[src/rtl/fpc_pkg.sv]
package fpc_pkg;

    typedef enum logic [2:0] {
        OP_NONE,
        OP_WR_CODE,
        OP_RD_CODE,
        OP_WR_LB1,
        OP_WR_LB2,
        OP_WR_LB3,
        OP_ERASE,
        OP_RD_SIG
    } op_t;

    typedef enum logic [1:0] {
        SQ_IDLE,
        SQ_WRITE,
        SQ_ERASE
    } sq_t;

    typedef enum logic [1:0] {
        WK_CODE,
        WK_LB1,
        WK_LB2,
        WK_LB3
    } wkind_t;

    localparam logic [7:0] ERASED_BYTE = 8'hFF;
    localparam logic [7:0] SIG_MAKER   = 8'h1E;
    localparam logic [7:0] SIG_FAMILY  = 8'h51;
    localparam logic [7:0] SIG_HIGH_V  = 8'hFF;
    localparam logic [7:0] SIG_LOW_V   = 8'h05;

    // Pin-level operation table
    function automatic op_t decode_mode(input logic [3:0] m);
        case (m)
            4'b0111: return OP_WR_CODE;
            4'b0011: return OP_RD_CODE;
            4'b1111: return OP_WR_LB1;
            4'b1100: return OP_WR_LB2;
            4'b1010: return OP_WR_LB3;
            4'b1000: return OP_ERASE;
            4'b0000: return OP_RD_SIG;
            default: return OP_NONE;
        endcase
    endfunction

    function automatic logic is_program_op(input op_t op);
        return (op == OP_WR_CODE) || (op == OP_WR_LB1) || (op == OP_WR_LB2) ||
               (op == OP_WR_LB3) || (op == OP_ERASE);
    endfunction

    function automatic logic [7:0] sig_byte(input logic [15:0] a, input logic low_vpp);
        case (a)
            16'h0030: return SIG_MAKER;
            16'h0031: return SIG_FAMILY;
            16'h0032: return low_vpp ? SIG_LOW_V : SIG_HIGH_V;
            default:  return ERASED_BYTE;
        endcase
    endfunction

endpackage

[src/rtl/fpc_mode_decode.sv]
module fpc_mode_decode
    import fpc_pkg::*;
(
    input  logic       pgm_active,
    input  logic       store_n,
    input  logic       vpp_hi,
    input  logic [3:0] mode_pins,
    output op_t        op,
    output logic       rd_ok,
    output logic       wr_ok
);
    always_comb begin
        op    = decode_mode(mode_pins);
        rd_ok = pgm_active && !store_n;
        wr_ok = pgm_active && !store_n && vpp_hi;
    end
endmodule

[src/rtl/fpc_sequencer.sv]
module fpc_sequencer
    import fpc_pkg::*;
#(
    parameter int ADDR_W       = 8,
    parameter int WRITE_CYCLES = 1500,
    parameter int ERASE_HOLD   = 10000
) (
    input  logic              clk,
    input  logic              rst,
    input  logic              prog_pulse_n,
    input  op_t               op,
    input  logic              wr_ok,
    input  logic [ADDR_W-1:0] addr,
    input  logic [7:0]        wdata,
    input  logic              prog_locked,
    output logic              busy,
    output logic              writing_code,
    output logic [ADDR_W-1:0] pend_addr,
    output logic [7:0]        pend_data,
    output logic              commit_code,
    output logic [2:0]        commit_lock,
    output logic              erase_go,
    output logic              err_flag
);
    localparam int MAX_CNT = (WRITE_CYCLES > ERASE_HOLD) ? WRITE_CYCLES : ERASE_HOLD;
    localparam int CNT_W   = $clog2(MAX_CNT + 1);
    localparam logic [CNT_W-1:0] WR_LAST = CNT_W'(WRITE_CYCLES - 1);
    localparam logic [CNT_W-1:0] ER_LAST = CNT_W'(ERASE_HOLD - 1);

    sq_t              state;
    wkind_t           kind;
    logic [CNT_W-1:0] cnt;
    logic             pulse_q;
    logic             fall;
    logic             write_done;

    always_comb begin
        fall         = pulse_q && !prog_pulse_n;
        write_done   = (state == SQ_WRITE) && (cnt == WR_LAST);
        erase_go     = (state == SQ_ERASE) && !prog_pulse_n && (cnt == ER_LAST);
        busy         = (state != SQ_IDLE);
        writing_code = (state == SQ_WRITE) && (kind == WK_CODE);
        commit_code  = write_done && (kind == WK_CODE);
    end

    for (genvar k = 0; k < 3; k++) begin : g_lock_commit
        assign commit_lock[k] = write_done && (kind == wkind_t'(2'(k + 1)));
    end

    always_ff @(posedge clk) begin
        if (rst) begin
            state     <= SQ_IDLE;
            kind      <= WK_CODE;
            cnt       <= '0;
            pulse_q   <= 1'b1;
            pend_addr <= '0;
            pend_data <= '0;
            err_flag  <= 1'b0;
        end else begin
            pulse_q <= prog_pulse_n;
            case (state)
                SQ_IDLE: begin
                    if (fall && wr_ok) begin
                        case (op)
                            OP_WR_CODE: begin
                                if (!prog_locked) begin
                                    state     <= SQ_WRITE;
                                    kind      <= WK_CODE;
                                    cnt       <= '0;
                                    pend_addr <= addr;
                                    pend_data <= wdata;
                                end
                            end
                            OP_WR_LB1: begin
                                state <= SQ_WRITE;
                                kind  <= WK_LB1;
                                cnt   <= '0;
                            end
                            OP_WR_LB2: begin
                                state <= SQ_WRITE;
                                kind  <= WK_LB2;
                                cnt   <= '0;
                            end
                            OP_WR_LB3: begin
                                state <= SQ_WRITE;
                                kind  <= WK_LB3;
                                cnt   <= '0;
                            end
                            OP_ERASE: begin
                                state <= SQ_ERASE;
                                cnt   <= CNT_W'(1);
                            end
                            default: ;
                        endcase
                    end
                end
                SQ_WRITE: begin
                    if (fall && wr_ok && is_program_op(op)) begin
                        err_flag <= 1'b1;
                    end
                    if (write_done) begin
                        state <= SQ_IDLE;
                    end else begin
                        cnt <= cnt + 1'b1;
                    end
                end
                SQ_ERASE: begin
                    if (prog_pulse_n || erase_go) begin
                        state <= SQ_IDLE;
                    end else begin
                        cnt <= cnt + 1'b1;
                    end
                end
                default: state <= SQ_IDLE;
            endcase
        end
    end
endmodule

[src/rtl/fpc_store.sv]
module fpc_store
    import fpc_pkg::*;
#(
    parameter int ADDR_W = 8
) (
    input  logic              clk,
    input  logic              rst,
    input  logic              commit_code,
    input  logic [ADDR_W-1:0] pend_addr,
    input  logic [7:0]        pend_data,
    input  logic [2:0]        commit_lock,
    input  logic              erase_go,
    input  logic [ADDR_W-1:0] rd_addr,
    output logic [7:0]        rd_byte,
    output logic [2:0]        lock_bits
);
    localparam int DEPTH = 1 << ADDR_W;

    logic [7:0] mem [DEPTH];

    always_ff @(posedge clk) begin
        if (rst || erase_go) begin
            for (int i = 0; i < DEPTH; i++) begin
                mem[i] <= ERASED_BYTE;
            end
        end else if (commit_code) begin
            mem[pend_addr] <= mem[pend_addr] & pend_data;
        end
    end

    for (genvar k = 0; k < 3; k++) begin : g_lock
        always_ff @(posedge clk) begin
            if (rst || erase_go) begin
                lock_bits[k] <= 1'b0;
            end else if (commit_lock[k]) begin
                lock_bits[k] <= 1'b1;
            end
        end
    end

    assign rd_byte = mem[rd_addr];
endmodule

[src/rtl/fpc_read_path.sv]
module fpc_read_path
    import fpc_pkg::*;
#(
    parameter int ADDR_W  = 8,
    parameter bit LOW_VPP = 1'b0
) (
    input  logic              clk,
    input  logic              rst,
    input  op_t               op,
    input  logic              rd_ok,
    input  logic [ADDR_W-1:0] addr,
    input  logic [7:0]        rd_byte,
    input  logic              verify_locked,
    input  logic              writing_code,
    input  logic [ADDR_W-1:0] pend_addr,
    input  logic [7:0]        pend_data,
    output logic [7:0]        rdata
);
    logic [7:0] rd_next;

    always_comb begin
        rd_next = ERASED_BYTE;
        if (rd_ok) begin
            case (op)
                OP_RD_CODE: begin
                    if (verify_locked) begin
                        rd_next = ERASED_BYTE;
                    end else if (writing_code && (addr == pend_addr)) begin
                        rd_next = {~pend_data[7], rd_byte[6:0]};
                    end else begin
                        rd_next = rd_byte;
                    end
                end
                OP_RD_SIG: rd_next = sig_byte(16'(addr), LOW_VPP);
                default:   rd_next = ERASED_BYTE;
            endcase
        end
    end

    always_ff @(posedge clk) begin
        if (rst) begin
            rdata <= ERASED_BYTE;
        end else begin
            rdata <= rd_next;
        end
    end
endmodule

[src/rtl/byte_flash_prog_ctrl.sv]
module byte_flash_prog_ctrl
    import fpc_pkg::*;
#(
    parameter int ADDR_W       = 8,
    parameter int WRITE_CYCLES = 1500,
    parameter int ERASE_HOLD   = 10000,
    parameter bit LOW_VPP      = 1'b0
) (
    input  logic              clk,
    input  logic              rst,
    input  logic              pgm_active,
    input  logic              store_n,
    input  logic              prog_pulse_n,
    input  logic              vpp_hi,
    input  logic [3:0]        mode_pins,
    input  logic [ADDR_W-1:0] addr,
    input  logic [7:0]        wdata,
    output logic [7:0]        rdata,
    output logic              ready,
    output logic [2:0]        lock_bits,
    output logic              ext_exec_off,
    output logic              busy_err
);
    op_t               op;
    logic              rd_ok;
    logic              wr_ok;
    logic              busy;
    logic              writing_code;
    logic [ADDR_W-1:0] pend_addr;
    logic [7:0]        pend_data;
    logic              commit_code;
    logic [2:0]        commit_lock;
    logic              erase_go;
    logic [7:0]        rd_byte;

    fpc_mode_decode u_decode (
        .pgm_active (pgm_active),
        .store_n    (store_n),
        .vpp_hi     (vpp_hi),
        .mode_pins  (mode_pins),
        .op         (op),
        .rd_ok      (rd_ok),
        .wr_ok      (wr_ok)
    );

    fpc_sequencer #(
        .ADDR_W       (ADDR_W),
        .WRITE_CYCLES (WRITE_CYCLES),
        .ERASE_HOLD   (ERASE_HOLD)
    ) u_seq (
        .clk          (clk),
        .rst          (rst),
        .prog_pulse_n (prog_pulse_n),
        .op           (op),
        .wr_ok        (wr_ok),
        .addr         (addr),
        .wdata        (wdata),
        .prog_locked  (lock_bits[0]),
        .busy         (busy),
        .writing_code (writing_code),
        .pend_addr    (pend_addr),
        .pend_data    (pend_data),
        .commit_code  (commit_code),
        .commit_lock  (commit_lock),
        .erase_go     (erase_go),
        .err_flag     (busy_err)
    );

    fpc_store #(
        .ADDR_W (ADDR_W)
    ) u_store (
        .clk         (clk),
        .rst         (rst),
        .commit_code (commit_code),
        .pend_addr   (pend_addr),
        .pend_data   (pend_data),
        .commit_lock (commit_lock),
        .erase_go    (erase_go),
        .rd_addr     (addr),
        .rd_byte     (rd_byte),
        .lock_bits   (lock_bits)
    );

    fpc_read_path #(
        .ADDR_W  (ADDR_W),
        .LOW_VPP (LOW_VPP)
    ) u_read (
        .clk           (clk),
        .rst           (rst),
        .op            (op),
        .rd_ok         (rd_ok),
        .addr          (addr),
        .rd_byte       (rd_byte),
        .verify_locked (lock_bits[1]),
        .writing_code  (writing_code),
        .pend_addr     (pend_addr),
        .pend_data     (pend_data),
        .rdata         (rdata)
    );

    assign ready        = !busy;
    assign ext_exec_off = lock_bits[2];
endmodule

[config.mk]
export PLATFORM = sky130hd
export DESIGN_NAME = byte_flash_prog_ctrl
export DESIGN_NICKNAME = d
export VERILOG_FILES = /design/src/rtl/fpc_pkg.sv /design/src/rtl/fpc_mode_decode.sv /design/src/rtl/fpc_sequencer.sv /design/src/rtl/fpc_store.sv /design/src/rtl/fpc_read_path.sv /design/src/rtl/byte_flash_prog_ctrl.sv
export SDC_FILE = /design/constraint.sdc
export NUM_CORES = 2
export LEC_CHECK = 0
export BUFFER_PORTS_ARGS = -buffer_cell sky130_fd_sc_hd__clkbuf_2
export CAP_MARGIN = 15
export CORE_MARGIN = 4
export CORE_UTILIZATION = 30
export DETAILED_ROUTE_END_ITERATION = 8
export PLACE_DENSITY = 0.56
export RECOVER_POWER = 100
export SETUP_SLACK_MARGIN = 0.3
export SKIP_CTS_REPAIR_TIMING = 1
export SLEW_MARGIN = 20
export SYNTH_ARGS = -nofsm -noshare
export SYNTH_HDL_FRONTEND = slang
export SYNTH_HIERARCHICAL = 1
export SYNTH_SLANG_ARGS = --single-unit
[constraint.sdc]
create_clock -name clk -period 3.4 [get_ports clk]
set_input_delay 0.34 -clock clk [delete_from_list [all_inputs] [get_ports clk]]
set_output_delay 0.34 -clock clk [all_outputs]
set_load 0.005 [all_outputs]
# Yosys cells after proc, flatten, opt, wreduce, memory -nomap -nowiden
# Memories as Yosys holds them, arrays and structs flattened. A register that Yosys moved wholly into a read port is not among the register bits.
# Cells that the tools add are included.
# classes
add_sub_neg	1
bitwise	4
n_eq_ne	31
mux	29
n_reduce_logical	37
# op_table
op	count
case mux 14 bit (3 select lines)	2
2-to-1 mux 14 bit	4
2-to-1 mux 8 bit	6
case mux 8 bit (2 select lines)	2
case mux 3 bit (7 select lines)	1
== test 4 bit (second input constant)	4
== test 8 x 6 -> 1 bit (second input constant)	2
adder 14 x 1 -> 14 bit (second input constant)	1
== test 14 x 11 -> 1 bit (second input constant)	1
== test 14 bit (second input constant)	1
logical AND 1 bit	14
== test 3 bit (second input constant)	4
case mux 2 bit (3 select lines)	2
2-to-1 mux 2 bit	5
AND 8 bit	1
== test 8 bit	1
!= test 2 bit (second input constant)	4
case mux 2 bit (4 select lines)	1
AND reduction 4 bit	2
OR reduction 8 bit	1
== test 2 bit (second input constant)	3
== test 3 x 2 -> 1 bit (second input constant)	2
logical OR 1 bit	6
2-to-1 mux 1 bit	6
19 further kinds	26
# totals
wordCells	114
inputBits	26
ram_bits	2048
register_bits	47
memories	1
output_inout_bits	14
# memory_table
memory	words	width	rd	rd_ports_with_merged_regs	write_ports	line_no	source
u_store.mem	256	8	2	1	256	fpc_store.sv:19	logic [7:0] mem [DEPTH];

# Longest topological paths before layout
# logic_depth
depth_word	9
mapped_depth	16
depth_no_buf	9

# By module
# Netlist, hierarchy kept.
# by_module_without_submodules
mod	cells_each	seq_area_each_um2	area_each_um2	n_inst
fpc_store	7333	61559.0	106285.7	1
fpc_sequencer	239	720.7	2057.0	1
fpc_read_path	49	160.2	416.6	1
fpc_mode_decode	11	0.0	90.1	1
byte_flash_prog_ctrl	2	0.0	11.3	1

# Worst setup path before layout
# No wires, ideal clock.
# synth_path
path_kind	reg2reg
startpoint	register u_seq.cnt[5]
endpoint	memory u_store.mem[159][0], enable pin
setup_ps	384
n_path_buf	4
arrival_time_ps	3164
path_slack_ps	-148
required_time_ps	3016
stages_incl_launch_ff	11
path_cell_list	dfxtp_1 -> or3_4 -> nor4_4 -> and2_1 -> and2_1 -> clkbuf_1 -> clkbuf_1 -> nand3_1 -> clkbuf_1 -> clkbuf_1 -> o21ai_0
# synth_rtl
item	line_no	source
from (decl)	fpc_sequencer.sv:32	logic [CNT_W-1:0] cnt;
from (signal assigned)	fpc_sequencer.sv:104	cnt <= cnt + 1'b1;
from (signal assigned)	fpc_sequencer.sv:111	cnt <= cnt + 1'b1;
to (decl)	fpc_store.sv:19	

==> key figures <==
Run status
  • Outcome: finished, violations left
  • Failing checks: capacitance limit, slew limit, setup timing

Worst setup path
  • RR Endpoint: u_store/mem[140][7]$_SDFFCE_PN1P_
  • Crit path arrival time: approximately 4.7 ns
  • Worst r2r src: u_seq/pend_addr[0]$_SDFFE_PP0P_
  • Worst setup path startpoint: u_seq/pend_addr[0]$_SDFFE_PP0P_
  • Worst setup SP type: register
  • Setup crit end kind: register
  • Worst reg2reg path depth: 17
  • CP Class: reg -> reg
  • Worst Path Max Fanout: 9
  • Reg-to-reg slack, setup: -0.67 ns
  • Worst setup path endpoint: u_store/mem[140][7]$_SDFFCE_PN1P_
  • CP required: roughly 4 ns

Place
  • Number of port buffers: 39
  • GP Congestion: 0.969
  • Hpwl dp: about 320000 um

Hold path
  • Type of the worst min-delay path: in -> reg
  • Worst hold path stage count: 3

Die
  • # IOs: 40
  • Initial Utilization: 30.2%
  • Die Area: between 300000 and 400000 um^2
  • Core Area: between 300000 and 400000 um^2
  • Rows: 220
  • Die H: 610 um
  • Die width: between 600 and 700 um

STA
  • Hold violation count in the final report: 0
  • Final worst-path cycle share: 120%
  • Relative slew margins: -17.4%
  • Crit path time final: approximately 4.1 ns
  • Setup ws final: -0.667 ns
  • Setup Skew: roughly 0.095 ns
  • Hold WS: 0.0174 ns
  • RSZ-0062 raised after global routing: true
  • # setup viols final: between 3000 and 4000
  • F_max: ~250 MHz
  • Slew @ Worst Pin: ~1.7 ns
  • Slew Viols, Final: 31
  • TNS Setup: -991.03 ns

Synth
  • Seq/Total Area, Yosys: between 50% and 60%
  • Synthesized cell area: approximately 110000 um^2
  • Top cells by area, synth: edfxtp_1, mux4_2, nand2_1
  • Most common cell in the netlist: nand2_1
  • Yosys reg bits: approximately 2100
  • Mean post-synth cell area: about 14 um^2
  • Top cells by count, synth: nand2_1, edfxtp_1, mux4_2
  • Post-synthesis async set-or-reset flop share: 0%
  • Syn Inst Count: between 7000 and 8000
  • Main flop type after synthesis: edfxtp_1
  • Synth unique cells: between 90 and 100
  • Synth area leader: edfxtp_1
  • Post-synth EDFFs: roughly 2000
  • Post-synth net total: ~7700
  • Post-synth top area share: 56.5%
  • Synth warn: 6

Final layout
  • Area Overhead vs Synth: 22.8%
  • Register area: 62500 um^2
  • Multi-input logic area: roughly 44000 um^2
  • Share of post-route cells with drive strength above 1: about a third
  • Core Util, Final: between 30% and 40%
  • Layout fillers: roughly 34000
  • Final nets: 8559

Global route
  • Total global routing overflow: 0
  • Initial antenna violation count: 16
  • Global-route wire length before repair: 608000 um
  • Vias in the first global route: between 70000 and 80000
  • GR Util All Layers: 22.8%
  • Largest net degree at the start of global routing: between 70 and 80

Power and ir drop
  • Max VDD drop: 0.487 mV
  • Pleak: about 43 nW
  • Power per cell area: around 460 nW/um^2

Clock tree
  • Longest Clk Path Bufs: 4
  • CTS H-tree lvls: 4
  • Clock root cell: clkbuf_16
  • Clock buffer count from CTS: 230
  • Clock sink total: between 2000 and 2500
  • TritonCTS clock tree: done
  • Clk slew on worst S/H paths: around 0.060 ns
  • Clock Latency Late Sink: between 0.9 and 1 ns

Detailed routing
  • WL per Instance: between 30 and 40 um
  • Routed wire length: 441000 um
  • ANT nets after route: 0
  • DR iter-0 viols: approximately 11000
  • DR pass1 iterations: 6
  • Vias post-DR: between 70000 and 80000
  • Vias per cell: a little under 6
  • DR DRC count: 0

Flow run
  • Maxcap violations: 2
==> cell type report <==
| cell class | count | area share [%] |
|---|---|---|
| clock inverter | 148 | 1.16 |
| tap | 4773 | 4.47 |
| inverter | 17 | 0.0515 |
| antenna | 8 | 0.0150 |
| timing repair buffer | 1361 | 10.1 |
| multi-input combinational | 4824 | 32.9 |
| sequential | 2095 | 46.7 |
| clock buffer | 277 | 4.58 |
==> metal layers <==
metal	wire length, um	global-route usage, %
met5	53	0
met2	202000	35.9
met3	51700	5.46
met4	25000	10.4
met1	162000	29.9
==> flip-flops by register name, summed over array words and instances, names as in the netlist, 2 cells and up <==
| name | cells |
|---|---|
| u_seq/state | 2 |
| u_seq/pend_addr | 8 |
| u_seq/cnt | 14 |
| u_seq/kind | 2 |
| u_seq/pend_data | 8 |
| u_store/lock_bits | 3 |
| u_read/rdata | 8 |
| u_store/mem | 2048 |
==> report_power, final <==
group	internal (mW)	switching, mW	total [mW]
sequential	29.6	0.683	30.2
clock	14.8	11.0	25.8
combinational	2.68	3.30	5.98
total	47.0	15.0	62.0
==> how the worst min path moves through the flow <==
stage                                                   end                         startpoint
after global routing        u_seq/pend_addr[7]$_SDFFE_PP0P_                            addr[7]
final                       u_seq/pend_addr[3]$_SDFFE_PP0P_                            addr[3]
after global placement    u_store/lock_bits[2]$_SDFFE_PP0P_  u_store/lock_bits[2]$_SDFFE_PP0P_
after CTS                          u_seq/pulse_q$_SDFF_PP1_                       prog_pulse_n
after detailed placement  u_store/lock_bits[2]$_SDFFE_PP0P_  u_store/lock_bits[2]$_SDFFE_PP0P_
after floorplan                  u_seq/cnt[13]$_SDFFE_PP0P_         u_seq/cnt[13]$_SDFFE_PP0P_
==> placed cells by master, fill, tap and decap left out, types with 25 or more instances in the layout <==
master     synthesis  routed
buf_4            116     917
nand2_1         2179    2176
nand3_1           75      71
o21ai_1            3     101
clkbuf_2           0      68
o22ai_1           37      34
a21oi_1           45      41
clkinv_2           0      45
nor2_1           339     330
mux2i_1          274     266
mux4_2          1097    1097
buf_12             0     232
clkinv_1           1      45
o21ai_4            0      29
o21ai_2            0      67
o21ai_0          287      93
edfxtp_1        2048    2048
clkbuf_1         280      55
clkbuf_16          0     248
nor3_1            33      28
buf_6             10      35
clkbuf_4           0      25
a22oi_1          160     143
bufinv_16          0      25
dfxtp_1           47      40
==> stage by stage <==
step | instances | setup slack (ns) | total power, mW | area (um^2)
after floorplan | 7634 | 0.136 | 33.6 | 110000
after global placement | 12995 | -1.04 | 36.5 | 125000
after detailed placement | 12995 | -0.952 | 36.6 | 125000
after CTS | 13420 | -0.984 | 62.2 | 133000
after global routing | 13497 | -0.656 | 63.6 | 134000
final | 13503 | -0.667 | 62.0 | 134000
==> critical path, stage by stage (launching register included) <==
cell,delay [ns]
dfxtp_4,0.42
buf_12,0.17
buf_12,0.13
and2_4,0.23
buf_4,0.19
buf_4,0.24
a22oi_1,0.09
and3_1,0.22
a31oi_2,0.21
buf_4,0.16
a311o_1,0.35
nand4_1,0.15
buf_4,0.17
o31ai_4,0.31
buf_6,0.16
clkbuf_16,0.24
clkbuf_16,0.21
nand2_1,0.06
==> cells by family after synthesis <==
kind of cell               share of synthesized area (%)
buffers and inverters                               3.18
adders and majority gates                         0.0460
and+or+nand+nor                                     10.3
muxes                                               25.3
DFF                                                 57.4
xor gates and xnor gates                          0.0805
AOI/OAI and AO/OA                                   3.79
Note: power is estimated with default switching activity, not from simulation.
